==> src/rtl/rfile_pkg.sv <==
package rfile_pkg;

    localparam int RF_DW = 8;
    localparam int RF_AW = 5;
    localparam int RF_NPORT = 3;

    typedef enum logic [4:0] {
        SA_NULL = 5'd0,
        SA_TMR  = 5'd1,
        SA_PCL  = 5'd2,
        SA_STAT = 5'd3,
        SA_PTR  = 5'd4,
        SA_PRTA = 5'd5,
        SA_PRTB = 5'd6,
        SA_PRTC = 5'd7
    } sfr_addr_e;

    localparam logic [7:0] STAT_RST_VAL = 8'h18;
    localparam logic [7:0] STAT_RO_MASK = 8'h18;

endpackage

==> src/rtl/rf_addr_xlate.sv <==
module rf_addr_xlate #(
    parameter int ADDR_W = 5
) (
    input  logic [ADDR_W-1:0] raw_addr,
    input  logic [ADDR_W-1:0] ptr_low,
    output logic [ADDR_W-1:0] eff_addr,
    output logic              is_null
);
    logic [ADDR_W-1:0] sel;

    always_comb begin
        sel = (raw_addr == '0) ? ptr_low : raw_addr;
        eff_addr = sel;
        is_null  = (sel == '0);
    end
endmodule

==> src/rtl/rf_gp_store.sv <==
module rf_gp_store #(
    parameter int DATA_W = 8,
    parameter int ADDR_W = 5,
    parameter int LO_ADDR = 8
) (
    input  logic              clk,
    input  logic              rst,
    input  logic              we,
    input  logic [ADDR_W-1:0] waddr,
    input  logic [DATA_W-1:0] wdata,
    input  logic [ADDR_W-1:0] raddr,
    output logic [DATA_W-1:0] rdata
);
    localparam int DEPTH = 1 << ADDR_W;

    logic [DATA_W-1:0] mem_d [DEPTH];
    logic [DATA_W-1:0] mem_q [DEPTH];

    always_comb begin
        for (int i = 0; i < DEPTH; i++) begin
            mem_d[i] = mem_q[i];
        end
        if (we && (int'(waddr) >= LO_ADDR)) begin
            mem_d[waddr] = wdata;
        end
    end

    generate
        for (genvar g = 0; g < DEPTH; g++) begin : g_cell
            if (g < LO_ADDR) begin : g_unused
                always_ff @(posedge clk) begin
                    mem_q[g] <= '0;
                end
            end else begin : g_store
                always_ff @(posedge clk) begin
                    if (rst) begin
                        mem_q[g] <= '0;
                    end else begin
                        mem_q[g] <= mem_d[g];
                    end
                end
            end
        end
    endgenerate

    assign rdata = mem_q[raddr];
endmodule

==> src/rtl/rf_sfr_bank.sv <==
module rf_sfr_bank
    import rfile_pkg::*;
#(
    parameter int DATA_W = 8,
    parameter int ADDR_W = 5,
    parameter int NPORT = 3,
    parameter bit HAS_PORTC = 1'b1
) (
    input  logic                     clk,
    input  logic                     rst,
    input  logic                     we,
    input  logic [ADDR_W-1:0]        waddr,
    input  logic [DATA_W-1:0]        wdata,
    input  logic                     tmr_upd_en,
    input  logic [DATA_W-1:0]        tmr_upd_val,
    input  logic                     pcl_upd_en,
    input  logic [DATA_W-1:0]        pcl_upd_val,
    input  logic                     stat_upd_en,
    input  logic [DATA_W-1:0]        stat_upd_val,
    input  logic [NPORT-1:0]         prt_ld_en,
    input  logic [NPORT*DATA_W-1:0]  prt_ld_val,
    output logic [DATA_W-1:0]        tmr_q,
    output logic [DATA_W-1:0]        pcl_q,
    output logic [DATA_W-1:0]        stat_q,
    output logic [DATA_W-1:0]        ptr_q,
    output logic [NPORT*DATA_W-1:0]  prt_q
);
    localparam int NPORT_ACT = HAS_PORTC ? NPORT : NPORT - 1;
    localparam logic [DATA_W-1:0] RO_MASK = DATA_W'(STAT_RO_MASK);
    localparam logic [DATA_W-1:0] ST_RST  = DATA_W'(STAT_RST_VAL);

    typedef struct packed {
        logic [DATA_W-1:0]             tmr;
        logic [DATA_W-1:0]             pcl;
        logic [DATA_W-1:0]             stat;
        logic [DATA_W-1:0]             ptr;
        logic [NPORT-1:0][DATA_W-1:0]  prt;
    } sfr_state_t;

    sfr_state_t st_d, st_q;
    logic [DATA_W-1:0] stat_ro_src;

    always_comb begin
        st_d = st_q;
        stat_ro_src = stat_upd_en ? stat_upd_val : st_q.stat;

        if (we && waddr == ADDR_W'(SA_TMR)) begin
            st_d.tmr = wdata;
        end else if (tmr_upd_en) begin
            st_d.tmr = tmr_upd_val;
        end

        if (we && waddr == ADDR_W'(SA_PCL)) begin
            st_d.pcl = wdata;
        end else if (pcl_upd_en) begin
            st_d.pcl = pcl_upd_val;
        end

        if (we && waddr == ADDR_W'(SA_STAT)) begin
            st_d.stat = (wdata & ~RO_MASK) | (stat_ro_src & RO_MASK);
        end else if (stat_upd_en) begin
            st_d.stat = stat_upd_val;
        end

        if (we && waddr == ADDR_W'(SA_PTR)) begin
            st_d.ptr = wdata;
        end

        for (int i = 0; i < NPORT; i++) begin
            if (i < NPORT_ACT) begin
                if (we && waddr == ADDR_W'(int'(SA_PRTA) + i)) begin
                    st_d.prt[i] = wdata;
                end else if (prt_ld_en[i]) begin
                    st_d.prt[i] = prt_ld_val[i*DATA_W +: DATA_W];
                end
            end else begin
                st_d.prt[i] = '0;
            end
        end
    end

    always_ff @(posedge clk) begin
        if (rst) begin
            st_q      <= '0;
            st_q.stat <= ST_RST;
        end else begin
            st_q <= st_d;
        end
    end

    assign tmr_q  = st_q.tmr;
    assign pcl_q  = st_q.pcl;
    assign stat_q = st_q.stat;
    assign ptr_q  = st_q.ptr;
    assign prt_q  = st_q.prt;
endmodule

==> src/rtl/mcu_regfile.sv <==
module mcu_regfile
    import rfile_pkg::*;
#(
    parameter int DATA_W = RF_DW,
    parameter int ADDR_W = RF_AW,
    parameter int NPORT = RF_NPORT,
    parameter bit HAS_PORTC = 1'b1
) (
    input  logic                    clk,
    input  logic                    rst,
    input  logic                    wr_en,
    input  logic [ADDR_W-1:0]       wr_addr,
    input  logic [DATA_W-1:0]       wr_data,
    input  logic [ADDR_W-1:0]       rd_addr,
    output logic [DATA_W-1:0]       rd_data,
    input  logic                    tmr_upd_en,
    input  logic [DATA_W-1:0]       tmr_upd_val,
    output logic [DATA_W-1:0]       tmr_q,
    input  logic                    pcl_upd_en,
    input  logic [DATA_W-1:0]       pcl_upd_val,
    output logic [DATA_W-1:0]       pcl_q,
    input  logic                    stat_upd_en,
    input  logic [DATA_W-1:0]       stat_upd_val,
    output logic [DATA_W-1:0]       stat_q,
    output logic [DATA_W-1:0]       ptr_q,
    input  logic [NPORT-1:0]        prt_ld_en,
    input  logic [NPORT*DATA_W-1:0] prt_ld_val,
    output logic [NPORT*DATA_W-1:0] prt_q
);
    localparam int GP_LO = HAS_PORTC ? int'(SA_PRTA) + NPORT : int'(SA_PRTA) + NPORT - 1;

    logic [ADDR_W-1:0] w_eff, r_eff;
    logic              w_null, r_null;
    logic              w_gp, w_sfr;
    logic [DATA_W-1:0] gp_rdata;

    rf_addr_xlate #(.ADDR_W(ADDR_W)) u_wx (
        .raw_addr (wr_addr),
        .ptr_low  (ptr_q[ADDR_W-1:0]),
        .eff_addr (w_eff),
        .is_null  (w_null)
    );

    rf_addr_xlate #(.ADDR_W(ADDR_W)) u_rx (
        .raw_addr (rd_addr),
        .ptr_low  (ptr_q[ADDR_W-1:0]),
        .eff_addr (r_eff),
        .is_null  (r_null)
    );

    always_comb begin
        w_gp  = wr_en && !w_null && (int'(w_eff) >= GP_LO);
        w_sfr = wr_en && !w_null && (int'(w_eff) <  GP_LO);
    end

    rf_sfr_bank #(
        .DATA_W    (DATA_W),
        .ADDR_W    (ADDR_W),
        .NPORT     (NPORT),
        .HAS_PORTC (HAS_PORTC)
    ) u_sfr (
        .clk          (clk),
        .rst          (rst),
        .we           (w_sfr),
        .waddr        (w_eff),
        .wdata        (wr_data),
        .tmr_upd_en   (tmr_upd_en),
        .tmr_upd_val  (tmr_upd_val),
        .pcl_upd_en   (pcl_upd_en),
        .pcl_upd_val  (pcl_upd_val),
        .stat_upd_en  (stat_upd_en),
        .stat_upd_val (stat_upd_val),
        .prt_ld_en    (prt_ld_en),
        .prt_ld_val   (prt_ld_val),
        .tmr_q        (tmr_q),
        .pcl_q        (pcl_q),
        .stat_q       (stat_q),
        .ptr_q        (ptr_q),
        .prt_q        (prt_q)
    );

    rf_gp_store #(
        .DATA_W  (DATA_W),
        .ADDR_W  (ADDR_W),
        .LO_ADDR (GP_LO)
    ) u_gp (
        .clk   (clk),
        .rst   (rst),
        .we    (w_gp),
        .waddr (w_eff),
        .wdata (wr_data),
        .raddr (r_eff),
        .rdata (gp_rdata)
    );

    always_comb begin
        rd_data = gp_rdata;
        if (r_null) begin
            rd_data = '0;
        end else if (int'(r_eff) < GP_LO) begin
            unique case (r_eff)
                ADDR_W'(SA_TMR):  rd_data = tmr_q;
                ADDR_W'(SA_PCL):  rd_data = pcl_q;
                ADDR_W'(SA_STAT): rd_data = stat_q;
                ADDR_W'(SA_PTR):  rd_data = ptr_q;
                default:          rd_data = prt_q[(int'(r_eff) - int'(SA_PRTA))*DATA_W +: DATA_W];
            endcase
        end
    end
endmodule

==> config.mk <==
export PLATFORM = sky130hd
export DESIGN_NAME = mcu_regfile
export DESIGN_NICKNAME = d
export VERILOG_FILES = /design/src/rtl/rfile_pkg.sv /design/src/rtl/rf_addr_xlate.sv /design/src/rtl/rf_gp_store.sv /design/src/rtl/rf_sfr_bank.sv /design/src/rtl/mcu_regfile.sv
export SDC_FILE = /design/constraint.sdc
export NUM_CORES = 1
export LEC_CHECK = 0
export ABC_AREA = 1
export BUFFER_PORTS_ARGS = -buffer_cell sky130_fd_sc_hd__buf_2
export CAP_MARGIN = 30
export CORE_UTILIZATION = 48
export CTS_CLUSTER_DIAMETER = 50
export CTS_CLUSTER_SIZE = 24
export DETAILED_ROUTE_END_ITERATION = 7
export HOLD_SLACK_MARGIN = 0.06
export MAX_ROUTING_LAYER = met4
export PLACE_DENSITY = 0.66
export SETUP_SLACK_MARGIN = 0.02
export SLEW_MARGIN = 10
export SYNTH_ARGS = -nofsm -noshare
export SYNTH_HDL_FRONTEND = slang
export SYNTH_HIERARCHICAL = 1
export SYNTH_SLANG_ARGS = --single-unit
==> constraint.sdc <==
create_clock -name clk -period 3.8 [get_ports clk]
set_input_delay 0.19 -clock clk [delete_from_list [all_inputs] [get_ports clk]]
set_output_delay 0.19 -clock clk [all_outputs]
set_load 0.02 [all_outputs]
==> Yosys cells after proc, flatten, opt, wreduce, memory -nomap -nowiden <==
Memories as Yosys holds them, arrays and structs flattened.
Index checks and enable logic that the tools add are counted.
{ "op_classes": {"bitwise_logic": 26, "shift": 1, "magnitude_cmp": 5, "reduce_logical": 23, "n_addsub": 1, "n_mux": 48, "n_eq_ne": 11} }
{ "op_table": {"columns": ["op", "count"], "rows": [
  ["8-bit 2-to-1 mux", 39],
  ["256-bit bitwise mux", 1],
  ["192-bit 2-to-1 mux", 1],
  ["8-bit demux with 5-bit select", 1],
  ["8-bit one-hot mux with 4 select lines", 1],
  ["5-bit by 3-bit equality test with 1-bit output, second input constant", 5],
  ["1-bit bitwise OR", 24],
  ["24-bit by 9-bit indexed part select with 8-bit output", 1],
  ["5-bit by 2-bit equality test with 1-bit output, second input constant", 4],
  ["5-bit logical NOT", 4],
  ["1-bit logical AND", 12],
  ["2-bit nonzero test", 6],
  ["5-bit by 1-bit equality test with 1-bit output, second input constant", 2],
  ["5-bit by 4-bit < comparator with 1-bit output, second input constant", 2],
  ["5-bit 2-to-1 mux", 2],
  ["8-bit by 5-bit bitwise OR with 8-bit output", 1],
  ["6-bit greater-or-equal comparator, second input constant", 1],
  ["6-bit by 1-bit < comparator with 1-bit output, second input constant", 1],
  ["5-bit inverter with 6-bit output", 1],
  ["5-bit by 3-bit subtractor with 6-bit output, second input constant", 1],
  ["5-bit by 4-bit greater-or-equal comparator with 1-bit output, second input constant", 1],
  ["1-bit 2-to-1 mux", 3],
  ["1-bit logical NOT", 1]
]} }
{ "word_totals": {"memories": 1, "output_inout_bits": 64, "mem_bits_rw": 256, "regBits": 56, "input_bits": 75, "wordCells": 124} }
{ "mem_list": {"columns": ["memory", "depth", "width", "read_ports", "rd_ports_with_merged_regs", "wr", "line", "source"], "rows": [
  ["u_gp.mem_q", 32, 8, 33, 0, 32, "rf_gp_store.sv:17", "logic [DATA_W-1:0] mem_q [DEPTH];"]
]} }

==> Longest topological paths before layout <==
{ "logic_depth": {"word_depth": 10, "depth_mapped": 18, "depth_no_buf": 16} }

==> Hierarchy <==
Netlist, hierarchy kept.
{ "modules_own_cells": {"columns": ["module", "n_inst", "area_per_inst_um2", "seq_area_each_um2", "cells_each"], "rows": [
  ["rf_gp_store", 1, 8983.6, 3843.7, 1314],
  ["rf_sfr_bank", 1, 2879.0, 1121.1, 429],
  ["mcu_regfile", 1, 903.4, 0.0, 197],
  ["rf_addr_xlate", 2, 105.1, 0.0, 23]
]} }

==> Worst setup path before layout <==
OpenSTA, ideal clock, no wires.
{ "synth_path": {"path_type": "register to output", "startpoint": "register u_sfr.st_q (netlist bit u_sfr/ptr_q[0])", "endpoint": "output rd_data[0]", "setup_slack_ns": 1.216, "path_buffers": 3, "arrival_ns": 2.394, "t_required_ns": 3.610, "path_stages_with_launch": 17, "path_cell_list": "dfxtp_1 inv_1 nor3_1 nor2_1 inv_1 buf_6 inv_4 buf_6 ha_1 buf_2 nor2_2 nand2_1 nand2_1 inv_1 nor2_1 nor2_1 nor2_1"} }
{ "synth_between": {"elab_chain_len": 6, "elab_cells_between_ends": 13, "classes_between": "add/sub: 1; order compare: 1; eq/ne: 4; shift: 1; mux: 4; reduce/logical: 1; memory: 1"} }
{ "synth_rtl": {"columns": ["element", "line", "source"], "rows": [
  ["start: declaration", "rf_sfr_bank.sv:40", "sfr_state_t st_d, st_q;"],
  ["start signal: assignment", "rf_sfr_bank.sv:87", "st_q <= st_d;"],
  ["5-bit 2-to-1 mux *", "rf_addr_xlate.sv:12", "sel = (raw_addr == '0) ? ptr_low : raw_addr;"],
  ["net r_eff[0]", "mcu_regfile.sv:32", "logic [ADDR_W-1:0] w_eff, r_eff;"],
  ["5-bit by 3-bit subtractor with 6-bit output", "mcu_regfile.sv:106", "default: rd_data = prt_q[(int'(r_eff) - int'(SA_PRTA))*DATA_W +: DATA_W];"],
  ["24-bit by 9-bit indexed part select with 8-bit output", "mcu_regfile.sv:106", null],
  ["8-bit one-hot mux with 4 select lines", "mcu_regfile.sv:101", "unique case (r_eff)"],
  ["8-bit 2-to-1 mux", "mcu_regfile.sv:100", "end else if (int'(r_eff) < GP_LO) begin"],
  ["8-bit 2-to-1 mux *", "mcu_regfile.sv:98", "if (r_null) begin"],
  ["end: declaration", "mcu_regfile.sv:15", "output logic [DATA_W-1:0] rd_data,"]
]} }
The timed path passes the listed nets; every way through them passes the cells marked *.

==> Worst setup path in the final report <==
{ "layout_path": {"startpoint": "register u_sfr.st_q (netlist bit u_sfr/ptr_q[0])", "endpoint": "output rd_data[6]"} }
{ "layout_between": {"elab_cells_between_ends": 13, "classes_between": "add/sub: 1; order compare: 1; eq/ne: 4; shift: 1; mux: 4; reduce/logical: 1; memory: 1"} }
{ "layout_rtl": {"columns": ["element", "line", "source"], "rows": [
  ["5-bit 2-to-1 mux", "rf_addr_xlate.sv:12", null],
  ["net r_eff[0]", "mcu_regfile.sv:32", null],
  ["memory read 32 x 8 bit", null, null],
  ["net gp_rdata[6]", "mcu_regfile.sv:35", "logic [DATA_W-1:0] gp_rdata;"],
  ["8-bit 2-to-1 mux", "mcu_regfile.sv:100", null],
  ["8-bit 2-to-1 mux", "mcu_regfile.sv:98", null]
]} }
The timed path passes the listed nets, and every way through them passes these cells.

==> results.sh <==
export IMPL_syn_num_nets=2065
export IMPL_postPlaceCellArea_um2=13700
export IMPL_postCtsHoldBufs=86
export IMPL_r2r_end="u_gp/mem_q[23][2]"
export IMPL_numCtsBuffers=31
export IMPL_num_rows=59
export IMPL_synth_seq_cells=248
export IMPL_vias_per_cell=5.49
export IMPL_setup_viol=0
export IMPL_cts_setup_buffers=0
export IMPL_muxShareOfSynthArea_pct=0
export IMPL_netlist_cell_type_count=32
export IMPL_violations="DRC"
export IMPL_mostFrequentLayoutCell="nand2_1"
export IMPL_peakVddDrop_uv=364
export IMPL_min_from="tmr_upd_en"
export IMPL_syn_to_final_growth_pct=20.7
export IMPL_finalHoldViolCount=0
export IMPL_cp_data_arrival_time_ps=3310
export IMPL_rsz0062_at_grt="no"
export IMPL_syn_area_per_cell_um2=6.53
export IMPL_antenna_found_initial=0
export IMPL_hold_class="primary input to flop"
export IMPL_portBuffers=138
export IMPL_drt_initial_drc_count=1607
export IMPL_gp_congestion=0.937
export IMPL_clk_pin_slew_worst_paths_ps=60
export IMPL_synth_top_family_by_area="simple AND/OR/NAND/NOR gates"
export IMPL_io_pins=139
export IMPL_maxSlewViolCount=0
export IMPL_grt_use_total_pct=31.7
export IMPL_fin_skew_ps=12.1
export IMPL_hold_depth=5
export IMPL_endpoint_kind="output port"
export IMPL_leakage_nw=6.62
export IMPL_ant_nets=0
export IMPL_drc=19
export IMPL_numClockSinks=248
export IMPL_place_hpwl_um=28100
export IMPL_initial_utilization_pct=49.4
export IMPL_cts_tree="done"
export IMPL_die_area_um2=27700
export IMPL_wl_per_cell_um=17.4
export IMPL_post_cts_resized=0
export IMPL_cts_max_level=1
export IMPL_yosysTopAreaCellShare_pct=38.3
export IMPL_status="complete, but fails checks"
export IMPL_synthSimpleGateAreaFrac_pct=37.0
export IMPL_rr_startpoint="u_sfr/ptr_q[1]"
export IMPL_pre_cts_slack_ps=763
export IMPL_synth_edf_count=0
export IMPL_async_flop_share_pct=0
export IMPL_grt_max_degree=94
export IMPL_tightest_slew_ps=866
export IMPL_powerDensity_nw_per_um2=418
export IMPL_grt_pass1_vias=12752
export IMPL_layout_common_cells="601 x nand2_1, 252 x nand3_1, 248 x dfxtp_1"
export IMPL_slew_headroom_pct=42.2
export IMPL_cts_max_path_buffers=3
export IMPL_yosys_area_top_type="dfxtp_1"
export IMPL_core_area_um2=26300
export IMPL_setup_slack_ps=296
export IMPL_max_freq_mhz=285
export IMPL_synth_compound_area_share_pct=14.3
export IMPL_antenna_cells=0
export IMPL_seq_area_frac_synth_pct=38.3
export IMPL_overflow=0
export IMPL_critPathKind="flop to output port"
export IMPL_ys_flop_type="dfxtp_1"
export IMPL_syn_inst=1986
export IMPL_finalInstanceArea_um2=15700
export IMPL_hold_path_endpoint="u_sfr/tmr_q[5]"
export IMPL_yosys_warnings=6
export IMPL_cp_max_fo=27
export IMPL_synthXorXnorAreaFrac_pct=0
export IMPL_num_vias=13757
export IMPL_die_h_um=166
export IMPL_clockRootBuffer="clkbuf_16"
export IMPL_fin_crit_sh_pct=92.2
export IMPL_clock_latency_ps=560
export IMPL_period_needed_ps=3500
export IMPL_drive_gt1_share_pct=13.1
export IMPL_nets=2227
export IMPL_netlist_area_um2=13000
export IMPL_startpoint_type="flop"
export IMPL_fin_tns_setup_ps=0
export IMPL_wl_um=43600
export IMPL_grt_first_pass_wirelength_um=69000
export IMPL_cp_required_ps=3610
export IMPL_rr_worst_depth=11
export IMPL_r2r_slack_ps=860
export IMPL_power_total_mw=6.55
export IMPL_synth_area_top_cells="dfxtp_1 38%, nand2_1 17%, nand3_1 9.7%, nor2_1 6.1%, a21oi_1 5.8%"
export IMPL_die_w_um=166
export IMPL_first_pass_iters=8
export IMPL_drv_cap=0
export IMPL_synth_fa_ha_area_share_pct=0.386
-- worst max-delay path, cell delays in order (launching register included) --
cell and delay [ps]:
dfxtp_1 310, inv_1 70, nor3_1 50, nor2_1 190, inv_2 200, inv_2 430, buf_4 290, nand2_1 60
nand2_1 50, nand2_1 50, nand3_1 80, nand3_1 140, nand2_1 190, nand2_1 70, nand2_1 60, o21ai_0 80
nor2_1 200, buf_2 200
-- per-layer routing --
layer	vias up	track usage [%]	share of wire (%)
met3	95	4.40	7.5
met1	6329	41.5	44
met5	-	-	0
met4	0	11.2	3.2
met2	587	50.1	45
li1	6746	-	-
-- synthesized netlist by cell type, types with 2 or more instances --
master	n
clkbuf_1	73
nand2_2	13
nand4_1	2
nand4_4	4
buf_2	23
a21oi_1	150
dfxtp_1	248
nand2_4	2
buf_6	11
o21ai_0	40
nand2_1	602
clkinv_1	2
nor3_1	3
nand3_2	2
a211oi_1	96
inv_1	173
nand3_4	6
nand3_1	252
buf_1	7
nor2_1	210
o211ai_1	16
o21ai_2	2
inv_2	15
buf_4	7
ha_1	4
nor2_4	7
a31oi_1	4
nor2_2	7
nor3_2	2
-- cell type report --
class | count | area, µm²
Sequential cell | 248 | 4960
Inverter | 191 | 719
Timing Repair Buffer | 250 | 1780
Tap cell | 335 | 419
Multi-Input combinational cell | 1426 | 6700
Fill cell | 2507 | 10600
Clock inverter | 24 | 293
Clock buffer | 33 | 783
-- state kept, by name (all words and copies together) (netlist names) --
name          flops
u_sfr/tmr_q       8
u_gp/mem_q      192
u_sfr/ptr_q       8
u_sfr/prt_q      24
u_sfr/pcl_q       8
u_sfr/stat_q      8
-- cell families (layout without fill, tap and decap cells) --
family,count (synthesis),count (layout)
buffers and inverters,312,498
AOI/OAI and AO/OA,309,309
DFF,248,248
and+or+nand+nor,1113,1113
adders and majority gates,4,4
-- worst max path at each step --
stage / endpoint / slack, ps / depth (start not counted) / from
floorplan: rd_data[0] / 1220 / 16 / u_sfr/ptr_q[0]
global placement: rd_data[7] / 830 / 18 / rd_addr[0]
detailed placement: u_gp/mem_q[23][5] / 760 / 13 / wr_addr[0]
CTS: rd_data[7] / 340 / 16 / u_sfr/ptr_q[0]
global route: rd_data[5] / 160 / 17 / u_sfr/ptr_q[0]
finish: rd_data[6] / 300 / 17 / u_sfr/ptr_q[0]
-- where the power goes --
part | internal [mW] | switching (mW) | total [mW]
logic | 0.253 | 0.534 | 0.787
clock network | 1.85 | 1.23 | 3.08
registers | 2.64 | 0.0352 | 2.68
total | 4.75 | 1.80 | 6.55
-- per-stage QoR --
stage / util, % / std cells / hold slack (ps)
after floorplan: - / 1986 / 312
after global placement: 52.2 / 2364 / 408
after detailed placement: 52.2 / 2364 / 409
after CTS: 59.6 / 2507 / 60.0
after global routing: 59.6 / 2507 / 102
final: 59.6 / 2507 / 73.1
Note: power is estimated with default switching activity, not from simulation.
